[config.mk]
export PLATFORM = sky130hd
export DESIGN_NAME = serial_flow_ctl
export DESIGN_NICKNAME = d
export VERILOG_FILES = /design/src/rtl/flc_pkg.sv /design/src/rtl/flc_line_sync.sv /design/src/rtl/flc_xon_engine.sv /design/src/rtl/serial_flow_ctl.sv
export SDC_FILE = /design/constraint.sdc
export NUM_CORES = 1
export LEC_CHECK = 0
export BUFFER_PORTS_ARGS = -buffer_cell sky130_fd_sc_hd__buf_2
export CORE_UTILIZATION = 25
export CTS_CLUSTER_DIAMETER = 30
export DETAILED_ROUTE_END_ITERATION = 10
export MAX_ROUTING_LAYER = met4
export PLACE_DENSITY_LB_ADDON = 0.08
export REMOVE_ABC_BUFFERS = 1
export SYNTH_ARGS = -nofsm -noshare
export SYNTH_HDL_FRONTEND = slang
export SYNTH_SLANG_ARGS = --single-unit
export TNS_END_PERCENT = 50
[constraint.sdc]
create_clock -name clk -period 1.55 [get_ports clk]
set_input_delay 0.31 -clock clk [delete_from_list [all_inputs] [get_ports clk]]
set_output_delay 0.31 -clock clk [all_outputs]
set_load 0.03 [all_outputs]
[src/rtl/flc_pkg.sv]
package flc_pkg;
   localparam int WORD_W    = 32;
   localparam int P_XMODE   = 0;
   localparam int P_DCD_IGN = 1;
   localparam int P_DSR_IGN = 2;
   localparam int P_DTR_OFF = 3;
   localparam int P_CTS_IGN = 4;
   localparam int P_RTS_OFF = 5;
   localparam int P_RX_MUTE = 6;
   localparam int P_RTS_HI  = 7;
   localparam int STAT_LSB  = 16;
   localparam logic [WORD_W-1:0] WR_MASK = 32'hFF00_FFFF;

   // msb maps to word bit 23, lsb to bit 16
   typedef struct packed {
      logic buf_low;
      logic man_xoff;
      logic cts;
      logic ri;
      logic dsr;
      logic dcd;
      logic xoff_sent;
      logic xoff_rx;
   } stat_t;
endpackage

[src/rtl/flc_line_sync.sv]
module flc_line_sync #(
   parameter int LINES  = 4,
   parameter int STAGES = 2
) (
   input  logic             clk,
   input  logic             rst_n,
   input  logic [LINES-1:0] d,
   output logic [LINES-1:0] q
);
   if (STAGES < 2) begin : g_bad_stages
      $error("flc_line_sync needs at least two stages");
   end

   for (genvar l = 0; l < LINES; l++) begin : g_line
      logic [STAGES-1:0] sh;
      always_ff @(posedge clk) begin
         if (!rst_n) sh <= '0;
         else        sh <= {sh[STAGES-2:0], d[l]};
      end
      assign q[l] = sh[STAGES-1];
   end
endmodule

[src/rtl/flc_xon_engine.sv]
module flc_xon_engine #(
   parameter int                CHAR_W    = 8,
   parameter logic [CHAR_W-1:0] XON_CODE  = 8'h11,
   parameter logic [CHAR_W-1:0] XOFF_CODE = 8'h13
) (
   input  logic              clk,
   input  logic              rst_n,
   input  logic              xmode,
   input  logic              rx_hit,
   input  logic [CHAR_W-1:0] rx_char,
   input  logic              buf_low,
   input  logic              usr_xoff,
   input  logic              usr_xon,
   input  logic              flow_ready,
   output logic              is_flow,
   output logic              xoff_rx,
   output logic              xoff_sent,
   output logic              man_xoff,
   output logic              flow_valid,
   output logic [CHAR_W-1:0] flow_char
);
   if (XON_CODE == XOFF_CODE) begin : g_bad_codes
      $error("flc_xon_engine resume and stop codes must differ");
   end

   logic buf_prev;
   logic buf_rise, buf_fall;

   assign buf_rise = buf_low && !buf_prev;
   assign buf_fall = !buf_low && buf_prev;
   assign is_flow  = xmode && (rx_char == XON_CODE || rx_char == XOFF_CODE);

   always_ff @(posedge clk) begin
      if (!rst_n) begin
         buf_prev   <= 1'b0;
         xoff_rx    <= 1'b0;
         xoff_sent  <= 1'b0;
         man_xoff   <= 1'b0;
         flow_valid <= 1'b0;
         flow_char  <= '0;
      end else begin
         buf_prev <= buf_low;
         if (rx_hit && xmode) begin
            if (rx_char == XOFF_CODE)     xoff_rx <= 1'b1;
            else if (rx_char == XON_CODE) xoff_rx <= 1'b0;
         end
         if (flow_valid && flow_ready) flow_valid <= 1'b0;
         if (xmode) begin
            if (buf_rise) begin
               flow_valid <= 1'b1;
               flow_char  <= XOFF_CODE;
               xoff_sent  <= 1'b1;
            end else if (buf_fall) begin
               flow_valid <= 1'b1;
               flow_char  <= XON_CODE;
               xoff_sent  <= 1'b0;
               man_xoff   <= 1'b0;
            end else if (usr_xoff) begin
               flow_valid <= 1'b1;
               flow_char  <= XOFF_CODE;
               xoff_sent  <= 1'b1;
               man_xoff   <= 1'b1;
            end else if (usr_xon) begin
               flow_valid <= 1'b1;
               flow_char  <= XON_CODE;
               xoff_sent  <= 1'b0;
               man_xoff   <= 1'b0;
            end
         end
      end
   end


   flow_hold_chk: assert property (@(posedge clk) disable iff (!rst_n)
      flow_valid && !flow_ready |=> flow_valid);


   stop_on_rise_chk: assert property (@(posedge clk) disable iff (!rst_n)
      $rose(buf_low) && xmode |=> flow_valid && flow_char == XOFF_CODE && xoff_sent);


   stop_rx_chk: assert property (@(posedge clk) disable iff (!rst_n)
      rx_hit && xmode && rx_char == XOFF_CODE |=> xoff_rx);
endmodule

[src/rtl/serial_flow_ctl.sv]
module serial_flow_ctl
   import flc_pkg::*;
#(
   parameter int                SYNC_STAGES = 2,
   parameter int                CHAR_W      = 8,
   parameter logic [CHAR_W-1:0] XON_CODE    = 8'h11,
   parameter logic [CHAR_W-1:0] XOFF_CODE   = 8'h13
) (
   input  logic              clk,
   input  logic              rst_n,
   input  logic              upd_valid,
   input  logic [31:0]       upd_and,
   input  logic [31:0]       upd_xor,
   output logic [31:0]       upd_prev,
   output logic [31:0]       upd_result,
   output logic [31:0]       ctl_word,
   input  logic              cts_line,
   input  logic              dsr_line,
   input  logic              dcd_line,
   input  logic              ri_line,
   output logic              rts_out,
   output logic              dtr_out,
   input  logic              rx_valid,
   input  logic [CHAR_W-1:0] rx_char,
   output logic              rx_accept,
   output logic [CHAR_W-1:0] rx_data_out,
   input  logic              rx_buf_low,
   input  logic              user_xoff,
   input  logic              user_xon,
   output logic              tx_permit,
   output logic              tx_flow_valid,
   output logic [CHAR_W-1:0] tx_flow_char,
   input  logic              tx_flow_ready,
   output logic              serial_evt
);
   localparam int NLINES = 4;

   logic [WORD_W-1:0] stored;
   logic [WORD_W-1:0] upd_calc;
   logic [NLINES-1:0] lines_s;
   logic              cts_s, dsr_s, dcd_s, ri_s;
   logic              dcd_prev;
   logic              dcd_block, rx_ok, is_flow;
   logic              xoff_rx, xoff_sent, man_xoff;
   stat_t             stat;

   flc_line_sync #(.LINES(NLINES), .STAGES(SYNC_STAGES)) u_sync (
      .clk (clk),
      .rst_n (rst_n),
      .d ({ri_line, dsr_line, dcd_line, cts_line}),
      .q (lines_s)
   );
   assign {ri_s, dsr_s, dcd_s, cts_s} = lines_s;

   assign dcd_block = !stored[P_DCD_IGN] && dcd_s;
   assign rx_ok     = rx_valid && !dcd_block;

   flc_xon_engine #(.CHAR_W(CHAR_W), .XON_CODE(XON_CODE), .XOFF_CODE(XOFF_CODE)) u_xon (
      .clk        (clk),
      .rst_n      (rst_n),
      .xmode      (stored[P_XMODE]),
      .rx_hit     (rx_ok),
      .rx_char    (rx_char),
      .buf_low    (rx_buf_low),
      .usr_xoff   (user_xoff),
      .usr_xon    (user_xon),
      .flow_ready (tx_flow_ready),
      .is_flow    (is_flow),
      .xoff_rx    (xoff_rx),
      .xoff_sent  (xoff_sent),
      .man_xoff   (man_xoff),
      .flow_valid (tx_flow_valid),
      .flow_char  (tx_flow_char)
   );

   always_comb begin
      stat.buf_low   = rx_buf_low;
      stat.man_xoff  = man_xoff;
      stat.cts       = cts_s;
      stat.ri        = ri_s;
      stat.dsr       = dsr_s;
      stat.dcd       = dcd_s;
      stat.xoff_sent = xoff_sent;
      stat.xoff_rx   = xoff_rx;
   end

   assign ctl_word = stored | {8'h00, stat, 16'h0000};
   assign upd_calc = ((ctl_word & upd_and) ^ upd_xor) & WR_MASK;

   always_ff @(posedge clk) begin
      if (!rst_n) begin
         stored     <= '0;
         upd_prev   <= '0;
         upd_result <= '0;
      end else if (upd_valid) begin
         stored     <= upd_calc;
         upd_prev   <= ctl_word;
         upd_result <= upd_calc | (ctl_word & ~WR_MASK);
      end
   end

   always_comb begin
      if (stored[P_RTS_HI])      rts_out = 1'b1;
      else if (stored[P_XMODE])  rts_out = 1'b1;
      else if (stored[P_RTS_OFF]) rts_out = 1'b0;
      else                       rts_out = !rx_buf_low;
   end

   assign dtr_out   = !stored[P_DTR_OFF];
   assign tx_permit = !tx_flow_valid
                    && !(cts_s && !stored[P_CTS_IGN])
                    && !(dsr_s && !stored[P_DSR_IGN])
                    && !(xoff_rx && stored[P_XMODE]);

   always_ff @(posedge clk) begin
      if (!rst_n) begin
         dcd_prev    <= 1'b0;
         rx_accept   <= 1'b0;
         rx_data_out <= '0;
         serial_evt  <= 1'b0;
      end else begin
         dcd_prev    <= dcd_s;
         rx_accept   <= rx_ok && !is_flow && !stored[P_RX_MUTE];
         if (rx_valid) rx_data_out <= rx_char;
         serial_evt  <= (!stored[P_DCD_IGN] && dcd_s && !dcd_prev)
                      || (rx_valid && dcd_block);
      end
   end


   mute_chk: assert property (@(posedge clk) disable iff (!rst_n)
      rx_accept |-> !$past(stored[P_RX_MUTE]));


   carrier_drop_chk: assert property (@(posedge clk) disable iff (!rst_n)
      rx_valid && dcd_s && !stored[P_DCD_IGN] |=> serial_evt && !rx_accept);


   stat_keep_chk: assert property (@(posedge clk) disable iff (!rst_n)
      upd_valid |=> (stored[23:16] == 8'h00));
endmodule

; ---- After elaboration in Yosys (flattened, before gate mapping)
; Index checks and enable logic that the tools add are counted.
[totals]
output_inout_bits = 118
wordCells = 82
mem_count = 0
mem_bits_rw = 0
inputBits = 84
latchBits = 0
ff_bits = 120
romBits = 0
[op_classes]
n_div = 0
mux = 19
n_mul = 0
n_shift = 0
n_lt_le_gt_ge = 0
n_bitwise = 5
reduce_logical = 39
eq_ne = 2
add_sub_neg = 0
[ops]
columns = op, n
row1 = 32-bit by 24-bit bitwise OR with 32-bit output, 2
row2 = 32-bit AND, 1
row3 = 8-bit 2-to-1 mux, 4
row4 = 32-bit bitwise XOR, 1
row5 = 1-bit logical AND, 17
row6 = "8-bit by 5-bit equality test with 1-bit output, second input constant", 2
row7 = 1-bit 2-to-1 mux, 15
row8 = 1-bit logical NOT, 14
row9 = 2-bit AND reduction, 2
row10 = 4-bit nonzero test, 1
row11 = 3-bit AND reduction, 1
row12 = 3-bit nonzero test, 1
row13 = 1-bit logical OR, 2
row14 = 2-bit nonzero test, 1
row15 = 1-bit inverter, 1

; ---- Longest topological paths before layout
[logic_depth]
word_depth = 7
depth_mapped = 5
depth_no_buf = 5

; ---- By module
; Synthesis repeated with hierarchy kept, for this count alone.
[unflattened]
cells_unflattened = 420
area_unflattened_um2 = 3849.9
[by_module_without_submodules]
columns = module, seq_area_each_um2, area_each_um2, cells_each, instances
row1 = serial_flow_ctl, 1341.3, 3258.1, 360, 1
row2 = flc_xon_engine, 120.1, 351.6, 40, 1
row3 = flc_line_sync, 160.2, 240.2, 20, 1

; ---- Worst setup path before layout
; No wires, ideal clock.
[synth_path]
path_type = reg-to-output
from = reg, netlist name upd_result[4]
to = out tx_permit
path_slack_ns = -0.938
arrival_time_ns = 2.178
required_ns = 1.240
stages_incl_launch_ff = 3
n_path_buf = 0
cell_sequence = dfxtp_1 > nor2b_1 > a2111oi_0
[synth_rtl]
columns = element, line_no
row1 = to (decl), serial_flow_ctl.sv:30  ; output logic tx_permit,

; ---- Worst setup path after layout
[layout_path]
from = reg u_sync.g_line[2].sh[1]
to = out tx_permit
[layout_via]
elab_chain_cells = 4
[layout_lines]
columns = element, line_no
row1 = from (decl), flc_line_sync.sv:15  ; logic [STAGES-1:0] sh;
row2 = from (signal assigned), flc_line_sync.sv:18  ; else sh <= {sh[STAGES-2:0], d[l]};
row3 = 1-bit logical AND, serial_flow_ctl.sv:112  ; && !(dsr_s && !stored[P_DSR_IGN])
row4 = 1-bit logical NOT, serial_flow_ctl.sv:112
row5 = 1-bit logical AND, serial_flow_ctl.sv:112
row6 = 1-bit logical AND, serial_flow_ctl.sv:113  ; && !(xoff_rx && stored[P_XMODE]);
; No other way between the ends.

==> qor.csv <==
stage,metric,value,unit
status,run status,"finished, violations left",
status,failing checks,setup timing,
place,IO Port Bufs,180,
final_layout,Nets,623,
timing,Peak Freq,639.4,MHz
timing,Tcrit/Tclk final,100.9,%
setup_path,CP Data Required Time,1.24,ns
clock_network,TritonCTS clock tree,done,
yosys,post-synth top area share,44.26,%
power,pwr dens,1105,nW/um^2
yosys,Syn Area/Cell,9.228,sq um
timing,final worst slack,-0.01405,ns
routing,Detailed Route WL,9213,microns
yosys,synthesized flop and latch total,81,
setup_path,Critical Path Sink Type,output port,
yosys,Adder-Cell Fraction of Synth Area,0.6831,%
setup_path,critical path buffer and inverter count,1,
floorplan,Starting Density,25.99,%
timing,Hold Slack,0.1825,ns
setup_path,R2R Path End,u_xon.flow_char[1]$_SDFFE_PN0P_,
clock_network,CTS buffer count,9,
timing,RSZ-0062 raised after global routing,yes,
min_path,Hold Startpoint,ri_line,
timing,Final Max Tran Viols,0,
setup_path,RR Startpoint,u_xon.buf_prev$_SDFF_PN0_,
yosys,register area share after synthesis,44.26,%
floorplan,die width,123.1,microns
floorplan,io pins,202,
global_route,GRT Util Overall,12.74,%
yosys,Post-Synth XOR/XNOR Area,0,%
yosys,Compound-Gate Fraction of Synth Area,14.99,%
place,GP Congestion,0.6927,
global_route,first-pass GRT wire length,14060,microns
setup_path,FF-to-FF setup slack,0.24,ns
yosys,most area-consuming cells after synthesis,"dfxtp_1, mux2i_1, buf_4",
yosys,Cells after Synth,397,
yosys,synth warn,0,
yosys,Netlist cell types,32,
place,placed standard-cell area,4463,sq um
routing,Vias,3028,
yosys,Post-synth top cells,"dfxtp_1, buf_4, nor2_1",
clock_network,worst skew pair latency,0.33,ns
setup_path,max incr delay on CP,0.32,ns
yosys,mux contribution to synthesized area,11.20,%
setup_path,CP cell instances,"nor2b_4, a2111oi_4, buf_6",
clock_network,H-tree levels,3,
setup_path,crit path DAT,1.25,ns
yosys,number of synthesized flops with an enable pin,0,
setup_path,CP Launch Type,register,
setup_path,kind of critical path,register to output port,
min_path,Min-Delay Path Depth,2,
clock_network,Post-CTS Hold Fix Bufs,0,
yosys,mapped cell area,3664,sq um
final_layout,area grow syn2layout,31.45,%
floorplan,CORE AREA,14100,sq um
routing,Routed WL per cell,12.76,microns
yosys,most frequent cell after synthesis,dfxtp_1,
timing,# setup viols final,1,
min_path,Hold EP,u_sync.g_line[3].sh[0]$_SDFF_PN0_,
global_route,largest net degree at the start of global routing,42,
run,max-cap violations,0,
global_route,GR Overflow Total,0,
timing,Final Hold Viols,0,
setup_path,CP max stage cell,dfxtp_2,
clock_network,CTS Buffer Depth,2,
global_route,vias in the first global route,2782,
setup_path,Worst Reg-to-Reg Cells,3,
setup_path,"Max FO, Critical Path",2,
routing,Detailed Route Iter0 Violations,93,
floorplan,die area,15140,sq um
clock_network,"CTS clk-pin slew, worst paths",0.06,ns
routing,# DRC,0,
timing,Tmin final,1.564,ns
floorplan,Die H,123.1,microns
timing,skew final,0.003755,ns
routing,TritonRoute pass-1 iters,4,
routing,via/cell ratio,4.194,
yosys,Synth async-reset ratio,0,%
yosys,main combinational cell family by area after synthesis,simple AND/OR/NAND/NOR gates,
routing,"antenna viol nets, final",0,
min_path,worst hold path type,primary input to register,
floorplan,row cnt,43,
final_layout,share of post-route cells with drive strength above 1,39.56,%
clock_network,clock sink total,81,
setup_path,"delay-heaviest family, CP",flip-flops,
place,Setup WS pre-CTS,0.1002,ns
global_route,antenna violations before repair,1,
place,dpl hpwl,6613,microns
yosys,dominant cell type by area after synthesis,dfxtp_1,
final_layout,Post-Layout Inst Area,4816,sq um
yosys,Most used DFF post-synth,dfxtp_1,
yosys,Simple-Gate Fraction of Synth Area,15.37,%
clock_network,Root Buffer,clkbuf_16,
power,Pleak,2.437,nW
power,VDD IR-drop max,0.6900,mV
## worst max path at each step
stage,start,to,slack [ns],cells past startpoint
2_1_floorplan,upd_result[4]$_SDFFE_PN0P_,tx_permit,-1.13,2
3_3_place_gp,rx_buf_low,u_xon.flow_char[1]$_SDFFE_PN0P_,0.10,6
3_5_place_dp,rx_buf_low,u_xon.flow_char[1]$_SDFFE_PN0P_,0.10,6
4_1_cts,u_sync.g_line[2].sh[1]$_SDFF_PN0_,tx_permit,-0.05,3
5_1_grt,u_sync.g_line[2].sh[1]$_SDFF_PN0_,tx_permit,-0.09,3
6_report,u_sync.g_line[2].sh[1]$_SDFF_PN0_,tx_permit,-0.01,3
## cell families (layout without fill, tap and decap cells)
family | count (synthesis) | after routing
buffers and inverters | 74 | 214
and+or+nand+nor | 115 | 115
adders and majority gates | 2 | 2
other | 1 | 6
DFF | 81 | 81
muxes | 41 | 41
AOI/OAI and AO/OA | 83 | 83
## area by class of cell
cell class	instances	area (sq um)
diodes	1	2.502
repair buffers	192	1047
inverters	7	26.28
well taps	180	225.2
fillers	1487	9280
flip-flops and latches	81	1624
clock buffers	13	260.3
clock inverters	2	37.54
multi-input cells	246	1593
## timing repair
item | 4_1_cts | 5_1_grt
buffers inserted | 1 | 0
cloned | 0 | 0
pin swaps | 1 | 0
resized for setup | 10 | 3
setup endpoints to repair | 1 | 2
## layout by cell type (no fill, tap or decap), types with 2 or more instances in the layout
cell type and n:
a21oi_1 29, ha_1 2, buf_12 3, or3b_1 2
conb_1 5, o21a_1 23, a21boi_0 18, dfxtp_1 79
o21ai_0 3, buf_2 177, nor2_1 45, nand2b_1 24
clkbuf_16 9, inv_1 6, dfxtp_2 2, a21boi_1 4
and2_1 9, buf_4 10, mux2i_1 41, nand2_1 26
nor2b_1 3, clkbuf_8 2, clkbuf_1 2
## state kept, by name, summed over array words and instances, names as in the netlist, 2 cells and up
| register | cells |
|---|---|
| rx_data_out | 8 |
| u_sync.g_line.sh | 8 |
| upd_prev | 32 |
| upd_result | 24 |
| u_xon.flow_char | 2 |
## report_power, final
part / total (mW) / leakage [nW] / switching (mW) / internal (mW)
Combinational: 0.913 / 1.63 / 0.577 / 0.337
Sequential: 2.26 / 0.664 / 0.0757 / 2.18
Clock: 2.15 / 0.142 / 0.825 / 1.33
## routing by layer
layer	wire length, microns	up-vias	share of wire, %	track usage (%)
met4	87	0	0.94	2.937
met5	0	-	0	-
li1	-	1551	-	-
met1	4273	1351	46	15.03
met2	4032	120	44	19.63
met3	820	6	8.9	5.996
## stage by stage
step	power [mW]	TNS, ns	util (%)	instances
6_report	5.324	-0.01405	34.16	722
5_1_grt	5.627	-0.1213	34.16	722
3_5_place_dp	3.207	0	31.66	705
2_1_floorplan	2.814	-1.238	-	334
4_1_cts	5.439	-0.04565	34.09	721
3_3_place_gp	3.197	0	31.66	705
(Power assumes the default switching activity.)
